[config.mk]
export PLATFORM = sky130hd
export DESIGN_NAME = adc_scan_seq
export DESIGN_NICKNAME = d
export VERILOG_FILES = /design/src/rtl/adc_scan_pkg.sv /design/src/rtl/scan_fsm.sv /design/src/rtl/tag_pipe.sv /design/src/rtl/result_capture.sv /design/src/rtl/adc_scan_seq.sv
export SDC_FILE = /design/constraint.sdc
export NUM_CORES = 1
export LEC_CHECK = 0
export BUFFER_PORTS_ARGS = -buffer_cell sky130_fd_sc_hd__buf_2
export CAP_MARGIN = 20
export CORE_ASPECT_RATIO = 2
export CORE_MARGIN = 2
export CORE_UTILIZATION = 50
export DETAILED_ROUTE_END_ITERATION = 16
export HOLD_SLACK_MARGIN = 0.08
export PLACE_DENSITY = 0.69
export RECOVER_POWER = 100
export SLEW_MARGIN = 40
export SYNTH_ARGS = -nofsm -noshare
export SYNTH_HDL_FRONTEND = slang
export SYNTH_SLANG_ARGS = --single-unit
[constraint.sdc]
create_clock -name clk -period 7.8 [get_ports clk]
set_input_delay 0.39 -clock clk [delete_from_list [all_inputs] [get_ports clk]]
set_output_delay 0.39 -clock clk [all_outputs]
set_load 0.02 [all_outputs]
[src/rtl/adc_scan_pkg.sv]
package adc_scan_pkg;

  typedef enum logic [2:0] {
    ST_IDLE,
    ST_WAKE,
    ST_SETUP,
    ST_STROBE,
    ST_SETTLE,
    ST_TAKE,
    ST_NAP
  } scan_state_t;

  function automatic int unsigned max2(input int unsigned a, input int unsigned b);
    return (a > b) ? a : b;
  endfunction

endpackage

[src/rtl/scan_fsm.sv]
module scan_fsm
  import adc_scan_pkg::*;
#(
  parameter int unsigned NCH         = 8,
  parameter int unsigned WLW         = 4,
  parameter int unsigned NAP_CYCLES  = 6,
  parameter int unsigned WAKE_CYCLES = 2,
  localparam int unsigned AW = $clog2(NCH)
) (
  input  logic           clk,
  input  logic           rst_n,
  input  logic           start,
  input  logic           stop,
  input  logic           cont_mode,
  input  logic           nap_en,
  input  logic [NCH-1:0] ch_mask,
  input  logic [WLW-1:0] wr_len,
  input  logic           in_flight,
  output logic [AW-1:0]  conv_addr,
  output logic           conv_wr_n,
  output logic           conv_pd,
  output logic           issue,
  output logic [AW-1:0]  issue_tag
);

  localparam int unsigned CW  = max2(max2($clog2(NAP_CYCLES + 1), $clog2(WAKE_CYCLES + 1)), WLW);
  localparam int unsigned PLW = $clog2(WAKE_CYCLES + 3);

  // next enabled channel above cur, wrapping; returns cur if no other is enabled
  function automatic logic [AW-1:0] pick_next(input logic [NCH-1:0] m, input logic [AW-1:0] cur);
    logic [AW-1:0] r;
    r = cur;
    for (int i = NCH - 1; i >= 1; i--) begin
      if (m[(int'(cur) + i) % NCH]) r = AW'((int'(cur) + i) % NCH);
    end
    return r;
  endfunction

  function automatic logic [WLW-1:0] strobe_len(input logic [WLW-1:0] l);
    return (l == '0) ? WLW'(1) : l;
  endfunction

  scan_state_t    state;
  logic [CW-1:0]  cnt;
  logic [AW-1:0]  chan, addr_q, nxt;
  logic [NCH-1:0] mask_q;
  logic [WLW-1:0] wrl_q;
  logic           cont_q, nap_q, stop_q, wrap;

  assign nxt  = pick_next(mask_q, chan);
  assign wrap = (nxt <= chan);

  always_ff @(posedge clk or negedge rst_n) begin
    if (!rst_n) begin
      state  <= ST_IDLE;
      cnt    <= '0;
      chan   <= '0;
      addr_q <= '0;
      mask_q <= '0;
      wrl_q  <= WLW'(1);
      cont_q <= 1'b0;
      nap_q  <= 1'b0;
      stop_q <= 1'b0;
    end else begin
      if (stop && state != ST_IDLE) stop_q <= 1'b1;
      case (state)
        ST_IDLE: if (start && |ch_mask) begin
          mask_q <= ch_mask;
          cont_q <= cont_mode;
          nap_q  <= nap_en;
          wrl_q  <= strobe_len(wr_len);
          stop_q <= 1'b0;
          chan   <= pick_next(ch_mask, AW'(NCH - 1));
          cnt    <= CW'(WAKE_CYCLES - 1);
          state  <= ST_WAKE;
        end
        ST_WAKE: if (cnt == '0) begin
          addr_q <= chan;
          state  <= ST_SETUP;
        end else cnt <= cnt - CW'(1);
        ST_SETUP: begin
          cnt   <= CW'(wrl_q) - CW'(1);
          state <= ST_STROBE;
        end
        ST_STROBE: if (cnt == '0) state <= ST_SETTLE;
                   else cnt <= cnt - CW'(1);
        ST_SETTLE: state <= ST_TAKE;
        ST_TAKE: begin
          chan <= nxt;
          if (!wrap) begin
            addr_q <= nxt;
            state  <= ST_SETUP;
          end else if (!cont_q || stop_q || stop) begin
            state <= ST_IDLE;
          end else if (nap_q) begin
            cnt   <= CW'(NAP_CYCLES - 1);
            state <= ST_NAP;
          end else begin
            addr_q <= nxt;
            state  <= ST_SETUP;
          end
        end
        ST_NAP: if (cnt == '0) begin
          cnt   <= CW'(WAKE_CYCLES - 1);
          state <= ST_WAKE;
        end else cnt <= cnt - CW'(1);
        default: state <= ST_IDLE;
      endcase
    end
  end

  assign conv_addr = addr_q;
  assign conv_wr_n = (state != ST_STROBE);
  assign conv_pd   = ((state == ST_IDLE && nap_en) || state == ST_NAP) && !in_flight;
  assign issue     = (state == ST_TAKE);
  assign issue_tag = chan;

  // observation counters for the assertions
  logic [WLW:0]   low_run;
  logic [PLW-1:0] pd_low_run;
  always_ff @(posedge clk or negedge rst_n) begin
    if (!rst_n) begin
      low_run    <= '0;
      pd_low_run <= '0;
    end else begin
      low_run <= conv_wr_n ? '0 : low_run + (WLW+1)'(1);
      if (conv_pd) pd_low_run <= '0;
      else if (pd_low_run < PLW'(WAKE_CYCLES + 1)) pd_low_run <= pd_low_run + PLW'(1);
    end
  end

  p_strobe_len_r2: assert property (@(posedge clk) disable iff (!rst_n)
    $rose(conv_wr_n) |-> low_run == {1'b0, wrl_q});

  p_addr_setup_r2: assert property (@(posedge clk) disable iff (!rst_n)
    $fell(conv_wr_n) |-> $stable(conv_addr));

  p_addr_hold_r2: assert property (@(posedge clk) disable iff (!rst_n)
    !conv_wr_n |=> $stable(conv_addr));

  p_wake_gap_r10: assert property (@(posedge clk) disable iff (!rst_n)
    $fell(conv_wr_n) |-> pd_low_run == PLW'(WAKE_CYCLES + 1));

  p_empty_mask_r8: assert property (@(posedge clk) disable iff (!rst_n)
    (state == ST_IDLE && start && ch_mask == '0) |=> state == ST_IDLE);

endmodule

[src/rtl/tag_pipe.sv]
module tag_pipe #(
  parameter int unsigned AW          = 3,
  parameter int unsigned PIPE_STAGES = 2
) (
  input  logic          clk,
  input  logic          rst_n,
  input  logic          in_v,
  input  logic [AW-1:0] in_tag,
  output logic          out_v,
  output logic [AW-1:0] out_tag,
  output logic          in_flight
);

  logic [PIPE_STAGES-1:0] vq;
  logic [AW-1:0]          tq [PIPE_STAGES];

  always_ff @(posedge clk or negedge rst_n) begin
    if (!rst_n) begin
      vq <= '0;
      for (int i = 0; i < PIPE_STAGES; i++) tq[i] <= '0;
    end else begin
      vq[0] <= in_v;
      tq[0] <= in_tag;
      for (int i = 1; i < PIPE_STAGES; i++) begin
        vq[i] <= vq[i-1];
        tq[i] <= tq[i-1];
      end
    end
  end

  assign out_v     = vq[PIPE_STAGES-1];
  assign out_tag   = tq[PIPE_STAGES-1];
  assign in_flight = |vq;

endmodule

[src/rtl/result_capture.sv]
module result_capture #(
  parameter int unsigned AW = 3,
  parameter int unsigned DW = 10
) (
  input  logic          clk,
  input  logic          rst_n,
  input  logic          cap_v,
  input  logic [AW-1:0] cap_tag,
  input  logic [DW-1:0] conv_data,
  input  logic          conv_ovf,
  output logic          res_valid,
  output logic [DW-1:0] res_data,
  output logic          res_ovf,
  output logic [AW-1:0] res_chan
);

  always_ff @(posedge clk or negedge rst_n) begin
    if (!rst_n) begin
      res_valid <= 1'b0;
      res_data  <= '0;
      res_ovf   <= 1'b0;
      res_chan  <= '0;
    end else begin
      res_valid <= cap_v;
      if (cap_v) begin
        res_data <= conv_data;
        res_ovf  <= conv_ovf;
        res_chan <= cap_tag;
      end
    end
  end

  p_single_pulse_r3: assert property (@(posedge clk) disable iff (!rst_n)
    res_valid |=> !res_valid);

endmodule

[src/rtl/adc_scan_seq.sv]
module adc_scan_seq #(
  parameter int unsigned NCH         = 8,
  parameter int unsigned DW          = 10,
  parameter int unsigned WLW         = 4,
  parameter int unsigned NAP_CYCLES  = 6,
  parameter int unsigned WAKE_CYCLES = 2,
  parameter int unsigned PIPE_STAGES = 2,
  localparam int unsigned AW = $clog2(NCH)
) (
  input  logic           clk,
  input  logic           rst_n,
  input  logic           start,
  input  logic           stop,
  input  logic           cont_mode,
  input  logic           nap_en,
  input  logic [NCH-1:0] ch_mask,
  input  logic [WLW-1:0] wr_len,
  input  logic [DW-1:0]  conv_data,
  input  logic           conv_ovf,
  output logic [AW-1:0]  conv_addr,
  output logic           conv_wr_n,
  output logic           conv_pd,
  output logic           res_valid,
  output logic [DW-1:0]  res_data,
  output logic           res_ovf,
  output logic [AW-1:0]  res_chan
);

  logic          issue, in_flight, cap_v;
  logic [AW-1:0] issue_tag, cap_tag;

  scan_fsm #(
    .NCH(NCH), .WLW(WLW), .NAP_CYCLES(NAP_CYCLES), .WAKE_CYCLES(WAKE_CYCLES)
  ) u_fsm (
    .clk(clk), .rst_n(rst_n), .start(start), .stop(stop),
    .cont_mode(cont_mode), .nap_en(nap_en), .ch_mask(ch_mask), .wr_len(wr_len),
    .in_flight(in_flight), .conv_addr(conv_addr), .conv_wr_n(conv_wr_n),
    .conv_pd(conv_pd), .issue(issue), .issue_tag(issue_tag)
  );

  tag_pipe #(.AW(AW), .PIPE_STAGES(PIPE_STAGES)) u_pipe (
    .clk(clk), .rst_n(rst_n), .in_v(issue), .in_tag(issue_tag),
    .out_v(cap_v), .out_tag(cap_tag), .in_flight(in_flight)
  );

  result_capture #(.AW(AW), .DW(DW)) u_cap (
    .clk(clk), .rst_n(rst_n), .cap_v(cap_v), .cap_tag(cap_tag),
    .conv_data(conv_data), .conv_ovf(conv_ovf),
    .res_valid(res_valid), .res_data(res_data), .res_ovf(res_ovf), .res_chan(res_chan)
  );

  p_pd_quiet_r9: assert property (@(posedge clk) disable iff (!rst_n)
    conv_pd |=> !res_valid);

endmodule

==> summary.txt, run 1 <==
Run status
  • Outcome: finished with violations
  • Failing checks: capacitance limit, slew limit

Synth
  • Post-Syn Area: 0.003125 mm^2
  • Synth area leader: dfrtp_1
  • Sequential area share after synthesis: 0.4087
  • Synth top area cells: dfrtp_1 (40%), nand2_1 (6.6%), mux2_2 (6.1%)
  • Synth warn: 0
  • Number of synthesized flops with an enable pin: 0
  • Mapped Cells: 315
  • Top FF cell, synth: dfrtp_1
  • Number of synthesized register bits: 51
  • Post-synthesis cell type count: 54
  • Syn Area/Cell: 9.922 um^2
  • Top-area cell type share of the netlist area: 0.4003
  • Total nets after synthesis: 352
  • Async set-reset flop share out of synthesis: 1.000

Global routing
  • Antenna violations before repair: 0
  • GRT Overall Usage: 0.2217
  • GR Overflow Total: 0
  • Largest net degree at the start of global routing: 52
  • First-pass GRT wire length: 11.70 mm
  • Vias in the first global route: 2539

Timing
  • RSZ-0062 raised after global routing: no
  • Clock Skews: 0.008812 ns
  • Tcrit/Tclk final: 0.6220
  • Pins Over Slew Limit: 52
  • Final setup violation count: 0
  • Rel. slew slack: -0.7947
  • Final TNS setup: 0 ns
  • Final hold vios: 0
  • Tmin final: 4.852 ns
  • Worst-Margin Slew: 2.692 ns
  • Max Clk Rate: 0.2061 GHz

Clock network
  • Clock Pin Slew Worst Setup and Hold Paths: 0.07 ns
  • H-tree depth: 2
  • Clk root buf: clkbuf_16
  • Clk_lat worst skew: 0.29 ns
  • # Post-CTS Setup Buffers: 0
  • Cts repair resizes: 0
  • Clock Path Buffers: 2
  • Num Clock Sinks: 51
  • Hold buffers post-CTS: 0
  • Num CTS Buffers: 5
  • CTS tree: done

Setup path
  • Worst-path maximum fanout: 23
  • CP endpoint kind: register
  • Reg2reg start: u_fsm.issue_tag[0]
  • CP startpoint kind: register
  • Crit path arrival time: 5.06 ns
  • Critical path class: register to register
  • Worst endpoint required time: 8.00 ns
  • R2r worst-path depth: 15
  • FF-to-FF setup slack: 2.95 ns
  • Critical R2R Capture: u_fsm.cnt[2]

Cells and area
  • Final nets: 394
  • Antenna Cells: 0
  • Layout cell share with drive strength beyond 1: 0.1899
  • Area growth syn-to-layout: 11.73%
  • Final Core Density: 0.5815

Drt
  • Vias per cell: 6.038
  • Total iterations of the first detailed-routing run: 4
  • Vias: 2542
  • Residual DRC: 0
  • Post-DR wirelength/cell: 16.91 um
  • WL final: 7.121 mm
  • Post-DRT Antenna Nets: 0
  • Iteration-0 DRC Markers: 188

Placed design
  • Port Buffer Count: 48
  • Placer's final routability congestion estimate: 1.020
  • DPL Wire Length: 5.494 mm

Floorplanning
  • Core box area: 0.006006 mm^2
  • Die H: 115.8 um
  • # rows: 40
  • Number of I/O pins: 49
  • Die W: 59.91 um
  • DIE AREA: 0.006938 mm^2
  • Initial Utilization: 0.5204

Worst hold path
  • Hold/Removal Path Class: input pin to register
  • Hold path depth: 3
  • Hold Startpoint: cont_mode
  • Hold Path End: u_fsm.cont_q

Power and ir drop
  • P per Cell Area: 501.1 mW/mm^2
  • Leakage: 1.554 nW
  • VDD IR max: 0.0002676 V
  • Total Power: 1.750 mW

Flow run
  • Number of max-cap violations: 1
==> layer usage <==
layer  global-route usage  vias up  part of all wire
met5                    0        -                 0
met4               0.1111        0             0.033
met3              0.03348       19             0.033
met2               0.4225       61              0.58
met1               0.2176     1243              0.35
li1                     -     1219                 -
==> sequential cells by signal, indices dropped and copies added, names as in the netlist, 2 cells and up <==
name             cells
u_fsm.cnt            4
u_cap.res_chan       3
u_pipe.out_tag       3
u_fsm.mask_q         8
u_pipe.vq            2
u_fsm.state          3
u_fsm.issue_tag      3
u_fsm.conv_addr      3
u_pipe.tq            3
u_cap.res_data      10
u_fsm.wrl_q          4
==> how the worst max path moves through the flow <==
stage | from | end | slack (ns) | depth (start not counted)
after floorplan | u_fsm.issue_tag[0] | u_fsm.cnt[0] | 3.65 | 17
after global placement | u_fsm.issue_tag[0] | u_fsm.cnt[0] | 3.12 | 15
after detailed placement | u_fsm.issue_tag[1] | u_fsm.conv_addr[1] | 2.93 | 15
after CTS | u_fsm.issue_tag[1] | u_fsm.conv_addr[1] | 2.91 | 15
after global routing | u_fsm.issue_tag[0] | u_fsm.cnt[3] | 2.44 | 15
final | u_fsm.issue_tag[0] | u_fsm.cnt[2] | 2.95 | 15
==> worst max-delay path, cell delays in order (launching register included) <==
cell and delay [ns]:
dfrtp_1 0.96, inv_1 0.18, ha_1 0.45, mux4_2 0.40
mux2_1 0.44, nor2_1 0.13, o211ai_1 0.12, a211oi_1 0.33
nor2_1 0.11, ha_1 0.30, nor2b_1 0.13, o21a_1 0.15
o21ai_0 0.30, a311oi_1 0.24, or2_2 0.37, o21ai_0 0.16
==> stage by stage <==
step	hold WS (ns)	cell area, um^2	setup slack [ns]	cells
CTS	0.2294	3551	2.907	421
global placement	0.3336	3387	3.119	413
detailed placement	0.3364	3391	2.930	413
floorplan	0.09441	3126	3.653	315
global route	0.3085	3492	2.442	421
finish	0.2901	3492	2.948	421
==> power breakdown <==
part	leakage, nW	internal, mW	switching (mW)	total, mW
logic	0.847	0.433	0.565	0.998
registers	0.630	0.382	0.141	0.523
clock network	0.0761	0.136	0.0925	0.229
==> layout make-up <==
type	instances	area, um^2
fillers	531	2514
multi-input cells	232	1690
flip-flops and latches	51	1277
repair buffers	49	217.7
clock buffers	7	152.6
well taps	63	78.83
inverters	18	67.56
clock inverters	1	7.507
==> cells in the final DEF, fill, tap and decap left out, types with 3 or more instances in the layout <==
| cell type | instances |
|---|---|
| mux2i_1 | 4 |
| a211oi_1 | 6 |
| xor2_1 | 3 |
| o31ai_1 | 5 |
| nor2b_1 | 7 |
| a21oi_1 | 9 |
| o21ai_0 | 21 |
| inv_1 | 18 |
| nand2_1 | 55 |
| mux4_2 | 8 |
| clkbuf_16 | 5 |
| mux2_2 | 16 |
| nor4_1 | 3 |
| nor2_1 | 16 |
| and2_1 | 3 |
| clkbuf_1 | 22 |
| mux4_1 | 3 |
| xnor2_1 | 3 |
| nand3_1 | 6 |
| nand2b_1 | 3 |
| ha_1 | 8 |
| dfrtp_1 | 50 |
| nor3_1 | 9 |
| buf_2 | 27 |
| a31oi_1 | 3 |
| o211ai_1 | 3 |
==> kinds of logic (layout without fill, tap and decap cells) <==
group / after synthesis / count (layout) / synth area share
fa+ha+maj: 8 / 8 / 0.03203
mux: 34 / 34 / 0.1729
buf+inv: 32 / 75 / 0.04243
flops: 51 / 51 / 0.4087
compound gates: 69 / 69 / 0.1529
xor+xnor: 6 / 6 / 0.01682
simple gates: 115 / 115 / 0.1741
==> cells in the mapped netlist (all sizes together), types with 4 or more instances <==
| master | number |
|---|---|
| o31ai | 5 |
| nand3 | 6 |
| nor3 | 9 |
| nand2 | 55 |
| mux2 | 18 |
| a211oi | 7 |
| a21oi | 9 |
| clkbuf | 9 |
| mux2i | 5 |
| nor2b | 8 |
| o21ai | 21 |
| dfrtp | 50 |
| inv | 18 |
| and2 | 4 |
| ha | 8 |
| nor2 | 16 |
| buf | 5 |
| mux4 | 11 |
(Power assumes the default switching activity.)
==> inputs of run 2 (changes only) <==
Clock period 7.8 ns to 5 ns, I/O delays scaled along.
==> run 2 against run 1 <==
The flow still finishes with violations (capacitance limit, slew limit); global-route usage rose by 1.4 points; fmax grew 9.5%; core utilization up 0.83 points; cell count grew 1.4%; total power increased by 60%; critical path depth fell by 1; non-clock buffer count rose by 6; flip-flop and latch count unchanged; cell area increased by 1.4%; wire length grew 4.3%; clock skew about the same; largest power group unchanged; highest routed layer unchanged.
==> summary.txt, run 2 (same netlist as run 1, synthesis figures left out) <==
Run status
  • Outcome: finished with violations
  • Failing checks: capacitance limit, slew limit

Placed design
  • Port Buffer Count: 48
  • Placer's final routability congestion estimate: 0.9301
  • DPL Wire Length: 5.703 mm

Global routing
  • Met1 Track Usage GR: 0.2308
  • Vias in the first global route: 2695
  • Met2 Use GR: 0.4188
  • Met3 Usage GRT: 0.03906
  • First-pass GRT wire length: 12.19 mm
  • GRT Overall Usage: 0.2362
  • Antenna violations before repair: 0
  • Busiest metal layer after global routing: met2
  • GR Overflow Total: 0
  • Largest net degree at the start of global routing: 52

Cells and area
  • Final Core Density: 0.5898
  • Max reg flops: 10
  • Layout cell share with drive strength beyond 1: 0.2033
  • Antenna Cells: 0
  • Top flop regs: u_cap.res_data x10, u_fsm.mask_q x8
  • Area growth syn-to-layout: 13.33%
  • Final nets: 400
  • Commonest non-fill, non-tap cells in the layout: nand2_1 (55), dfrtp_1 (50), buf_2 (27)
  • Commonest non-fill, non-tap cell in the layout: nand2_1
  • Top reg by flops: u_cap.res_data

Setup path
  • Critical path's largest stage delay: 0.63 ns
  • CP endpoint kind: register
  • CP startpoint kind: register
  • Worst-path maximum fanout: 12
  • FF-to-FF setup slack: 0.57 ns
  • Critical path class: register to register
  • Crit-path slowest cell: mux4_1
  • Worst endpoint required time: 5.22 ns
  • Crit path arrival time: 4.65 ns
  • Worst-path cell chain: clkbuf_1 -> mux4_1 -> mux2i_1 -> nand2_1 -> a211oi_1 -> a211oi_1 -> nor2_1 -> ha_1 -> nor2b_1 -> o21a_1 -> o21ai_0 -> a311oi_1 -> or2_2 -> o21ai_0

Clock network
  • Clk root buf: clkbuf_16
  • Clk_lat worst skew: 0.30 ns
  • Num CTS Buffers: 5
  • Clock Pin Slew Worst Setup and Hold Paths: 0.07 ns
  • H-tree depth: 2
  • CTS tree: done
  • Cts repair resizes: 0
  • Clock Path Buffers: 2
  • # Post-CTS Setup Buffers: 0
  • Hold buffers post-CTS: 1
  • Num Clock Sinks: 51

Floorplanning
  • Number of I/O pins: 49
  • Die H: 115.8 um
  • Core box area: 0.006006 mm^2
  • # rows: 40
  • Initial Utilization: 0.5204
  • Die W: 59.91 um
  • DIE AREA: 0.006938 mm^2

Timing
  • Final hold vios: 0
  • Tcrit/Tclk final: 0.8863
  • Tmin final: 4.431 ns
  • Final setup violation count: 0
  • Final TNS setup: 0 ns
  • RSZ-0062 raised after global routing: no
  • Clock Skews: 0.008578 ns
  • Pins Over Slew Limit: 52
  • Worst-Margin Slew: 2.705 ns
  • Rel. slew slack: -0.8036
  • Max Clk Rate: 0.2257 GHz

Drt
  • Residual DRC: 0
  • Post-DRT Antenna Nets: 0
  • Vias per cell: 6.066
  • Post-DR wirelength/cell: 17.39 um
  • WL final: 7.424 mm
  • Vias: 2590
  • Total iterations of the first detailed-routing run: 4
  • Iteration-0 DRC Markers: 152

Power and ir drop
  • VDD IR max: 0.0003776 V
  • P per Cell Area: 788.6 mW/mm^2
  • Leakage: 1.577 nW

Worst hold path
  • Hold/Removal Path Class: input pin to register

Flow run
  • Number of max-cap violations: 1
-- run 2: cell count changes in the layout (fill, tap and decap cells not counted), sizes merged --
cell         before  now
buf              27   31
clkbuf           29   28
clkinv            0    2
clkinvlp          1    0
dlygate4sd3       0    1
inv              18   19
-- run 2: where the power goes --
part | switching (mW) | total [mW] | internal [mW] | leakage, nW
combinational | 0.935 | 1.65 | 0.712 | 0.871
sequential | 0.197 | 0.793 | 0.595 | 0.630
clock | 0.162 | 0.353 | 0.191 | 0.0759
total | 1.29 | 2.79 | 1.50 | 1.58
-- run 2: metrics by stage --
| step | cells | setup slack (ns) | area [um^2] | total power [mW] | hold WS (ns) |
|---|---|---|---|---|---|
| 6_report | 427 | 0.5687 | 3542 | 2.793 | 0.1444 |
| 4_1_cts | 427 | 0.6425 | 3591 | 2.840 | 0.1352 |
| 3_3_place_gp | 418 | 0.8089 | 3425 | 2.441 | 0.3324 |
| 2_1_floorplan | 315 | 0.8527 | 3126 | 2.031 | -0.04559 |
| 3_5_place_dp | 418 | 0.6809 | 3427 | 2.472 | 0.3347 |
| 5_1_grt | 427 | 0.07424 | 3542 | 3.030 | 0.1658 |
-- run 2: worst paths after layout --
kind,start,depth (start not counted),endpoint
worst max-delay path,u_fsm.issue_tag[0],14,u_fsm.cnt[0]
worst min-delay path,cont_mode,3,u_fsm.cont_q
worst max register to register,u_fsm.issue_tag[0],14,u_fsm.cnt[0]
worst min register to register,u_pipe.tq[4],0,u_pipe.out_tag[1]
max in group asynchronous,rst_n,3,u_cap.res_data[4]
min in group asynchronous,rst_n,3,u_fsm.wrl_q[1]
-- run 2: layer usage --
metal	vias to the layer above	wire length, um	part of all wire
met2	79	4058	0.55
met4	0	548	0.074
met1	1248	2551	0.34
met5	-	0	0
met3	35	265	0.036
li1	1228	-	-
-- run 2: worst max-delay path: cells and delay by family, from the launching register on --
family / cells / cell delay, ns
adders and majority gates: 1 / 0.25
DFF: 1 / 0.62
and+or+nand+nor: 4 / 0.76
AOI/OAI and AO/OA: 6 / 1.21
buffers and inverters: 1 / 0.48
muxes: 2 / 1.02
-- run 2: cell type report --
class                           instances  area (um^2)
Fill cell                             535         2464
Multi-Input combinational cell        232         1703
Sequential cell                        51         1277
Timing Repair Buffer                   55        261.5
Clock buffer                            5        125.1
Tap cell                               63        78.83
Inverter                               18        67.56
Clock inverter                          3        28.78
==> inputs of run 3 (changes only) <==
--- a/config.mk
+++ b/config.mk
@@ -11,6 +11,6 @@
 export CORE_MARGIN = 2
-export CORE_UTILIZATION = 50
+export CORE_UTILIZATION = 61
 export DETAILED_ROUTE_END_ITERATION = 16
 export HOLD_SLACK_MARGIN = 0.08
-export PLACE_DENSITY = 0.69
+export PLACE_DENSITY = 0.82
 export RECOVER_POWER = 100
==> constraint.sdc (replaced) <==
create_clock -name clk -period 5.6 [get_ports clk]
set_input_delay 0.28 -clock clk [delete_from_list [all_inputs] [get_ports clk]]
set_output_delay 0.28 -clock clk [all_outputs]
set_load 0.01 [all_outputs]
==> run 3 against run 2 <==
The flow still finishes with violations (capacitance limit, slew limit); core utilization grew 11 points; clock-buffer cell count is the same; sequential power shrank 9.1%; cell count shrank 2.6%; wire length shrank 3.1%; clock skew shrank 0.0013 ns; via count shrank 0.19%; cell area shrank 3.0%; total power shrank 17%; clock power shrank 37%; die area shrank 17%; highest routed layer unchanged.
==> summary.txt, run 3 (same netlist as run 1, synthesis figures left out) <==
Cells and area
  • Top flop regs: u_cap.res_data x10, u_fsm.mask_q x8
  • Antenna Cells: 0
  • Commonest non-fill, non-tap cell in the layout: nand2_1
  • Layout cell share with drive strength beyond 1: 0.1866
  • Top reg by flops: u_cap.res_data
  • Fillers: 394
  • Area growth syn-to-layout: 9.928%
  • Final nets: 395
  • Commonest non-fill, non-tap cells in the layout: nand2_1 (55), dfrtp_1 (50), buf_2 (26)
  • Max reg flops: 10

Global routing
  • Vias in the first global route: 2620
  • GRT Overall Usage: 0.2793
  • First-pass GRT wire length: 11.83 mm
  • GR Overflow Total: 0
  • Antenna violations before repair: 0
  • Largest net degree at the start of global routing: 52

Timing
  • Pins Over Slew Limit: 52
  • Tmin final: 5.009 ns
  • Rel. slew slack: -0.7778
  • Clock Skews: 0.007268 ns
  • Final hold vios: 0
  • Max Clk Rate: 0.1997 GHz
  • Worst-Margin Slew: 2.667 ns
  • RSZ-0062 raised after global routing: no
  • Setup ws final: 0.5914 ns
  • Final setup violation count: 0
  • Tcrit/Tclk final: 0.8944
  • Hold WS: 0.1443 ns
  • Final TNS setup: 0 ns

Floorplanning
  • Number of I/O pins: 49
  • # rows: 36
  • Die H: 105.2 um
  • Initial Utilization: 0.6366
  • Die W: 54.62 um
  • Core box area: 0.004910 mm^2
  • DIE AREA: 0.005747 mm^2

Placed design
  • Placer's final routability congestion estimate: 0.9380
  • DPL Wire Length: 5.532 mm
  • Port Buffer Count: 48
  • Place WS: 0.8462 ns

Setup path
  • Crit-path slowest cell: clkbuf_1
  • CP startpoint kind: register
  • Worst-path maximum fanout: 22
  • Worst endpoint required time: 5.82 ns
  • Critical path's largest stage delay: 0.94 ns
  • Crit path arrival time: 5.23 ns
  • CP endpoint kind: register
  • Family with the most delay on the worst path: compound AO/OA/AOI/OAI gates
  • Worst-path cell chain: clkbuf_1 -> mux4_1 -> mux2_1 -> nor2_1 -> o211ai_1 -> a211oi_1 -> nor2_1 -> ha_1 -> nor2b_1 -> o21a_1 -> o21ai_0 -> a311oi_1 -> or2_2 -> o21ai_0
  • Critical path class: register to register
  • Worst path buffer plus inverter count: 1

Power and ir drop
  • VDD IR max: 0.0004205 V
  • P per Cell Area: 671.7 mW/mm^2
  • Total Power: 2.308 mW
  • Leakage: 1.526 nW

Clock network
  • Clock Path Buffers: 2
  • Clk_lat worst skew: 0.32 ns
  • H-tree depth: 2
  • Cts repair resizes: 0
  • Clock Pin Slew Worst Setup and Hold Paths: 0.09 ns
  • CTS tree: done
  • Num Clock Sinks: 51
  • Num CTS Buffers: 5
  • Clk root buf: clkbuf_8

Drt
  • Vias per cell: 6.214
  • Vias: 2585
  • Post-DR wirelength/cell: 17.30 um
  • Post-DRT Antenna Nets: 0
  • WL final: 7.196 mm
  • Total iterations of the first detailed-routing run: 4
  • Residual DRC: 0
  • Iteration-0 DRC Markers: 62

Run status
  • Failing checks: capacitance limit, slew limit
  • Outcome: finished with violations

Worst hold path
  • Hold/Removal Path Class: input pin to register

Flow run
  • Number of max-cap violations: 1
## run 3: changes by cell type in the layout (fill, tap and decap cells not counted), moves of 2 or more
cell,before,now
clkbuf_16,5,0
clkbuf_8,0,5
buf_4,4,0
inv_6,0,2
## run 3: worst reg2reg max path: stages, from the launching register on
cell      delay, ns
dfrtp_1        0.37
clkbuf_1       0.94
mux4_1         0.76
mux2_1         0.43
nor2_1         0.13
o211ai_1       0.10
a211oi_1       0.32
nor2_1         0.10
ha_1           0.29
nor2b_1        0.13
o21a_1         0.15
o21ai_0        0.32
a311oi_1       0.24
or2_2          0.38
o21ai_0        0.25
## run 3: metrics by stage
stage	utilization	instances	cell area, um^2
after floorplan	-	315	3126
after global placement	0.6883	407	3379
after detailed placement	0.6893	407	3385
after CTS	0.7108	416	3490
after global routing	0.6998	416	3436
final	0.6998	416	3436
## run 3: worst paths after layout
path,from,end,slack (ns),cells after the start
worst max-delay path,u_fsm.issue_tag[0],u_fsm.cnt[0],0.59,14
worst min-delay path,cont_mode,u_fsm.cont_q,0.14,3
worst max register to register,u_fsm.issue_tag[0],u_fsm.cnt[0],0.59,14
worst min register to register,u_pipe.tq[4],u_pipe.out_tag[1],0.36,0
max in group asynchronous,rst_n,u_pipe.tq[4],2.76,2
min in group asynchronous,rst_n,u_fsm.wrl_q[1],1.34,2
## run 3: final cells by class
class,count,area (um^2),area share
Clock buffer,5,68.82,0.02003
Clock inverter,3,26.28,0.007647
Inverter,18,67.56,0.01966
Multi-Input combinational cell,232,1698,0.4942
Sequential cell,51,1277,0.3718
Tap cell,57,71.32,0.02076
Timing Repair Buffer,50,226.5,0.06591
## run 3: timing repair
item | 4_1_cts | 5_1_grt
hold buffers | 1 | 0
setup buffers | 0 | 0
endpoints found under the hold margin | 50 | 0
## run 3: report_power, final
| part | switching, mW | leakage [nW] | internal (mW) |
|---|---|---|---|
| combinational | 0.750 | 0.847 | 0.613 |
| clock | 0.132 | 0.0491 | 0.0920 |
| sequential | 0.190 | 0.630 | 0.531 |
| total | 1.07 | 1.53 | 1.24 |
## run 3: layer usage
| metal | track usage | vias to the layer above | part of all wire | wire length [um] |
|---|---|---|---|---|
| met5 | 0 | - | 0 | 0 |
| met4 | 0.1536 | 0 | 0.052 | 376 |
| met3 | 0.04958 | 31 | 0.039 | 282 |
| met2 | 0.4949 | 81 | 0.57 | 4081 |
| met1 | 0.2832 | 1255 | 0.34 | 2455 |
| li1 | - | 1218 | - | - |
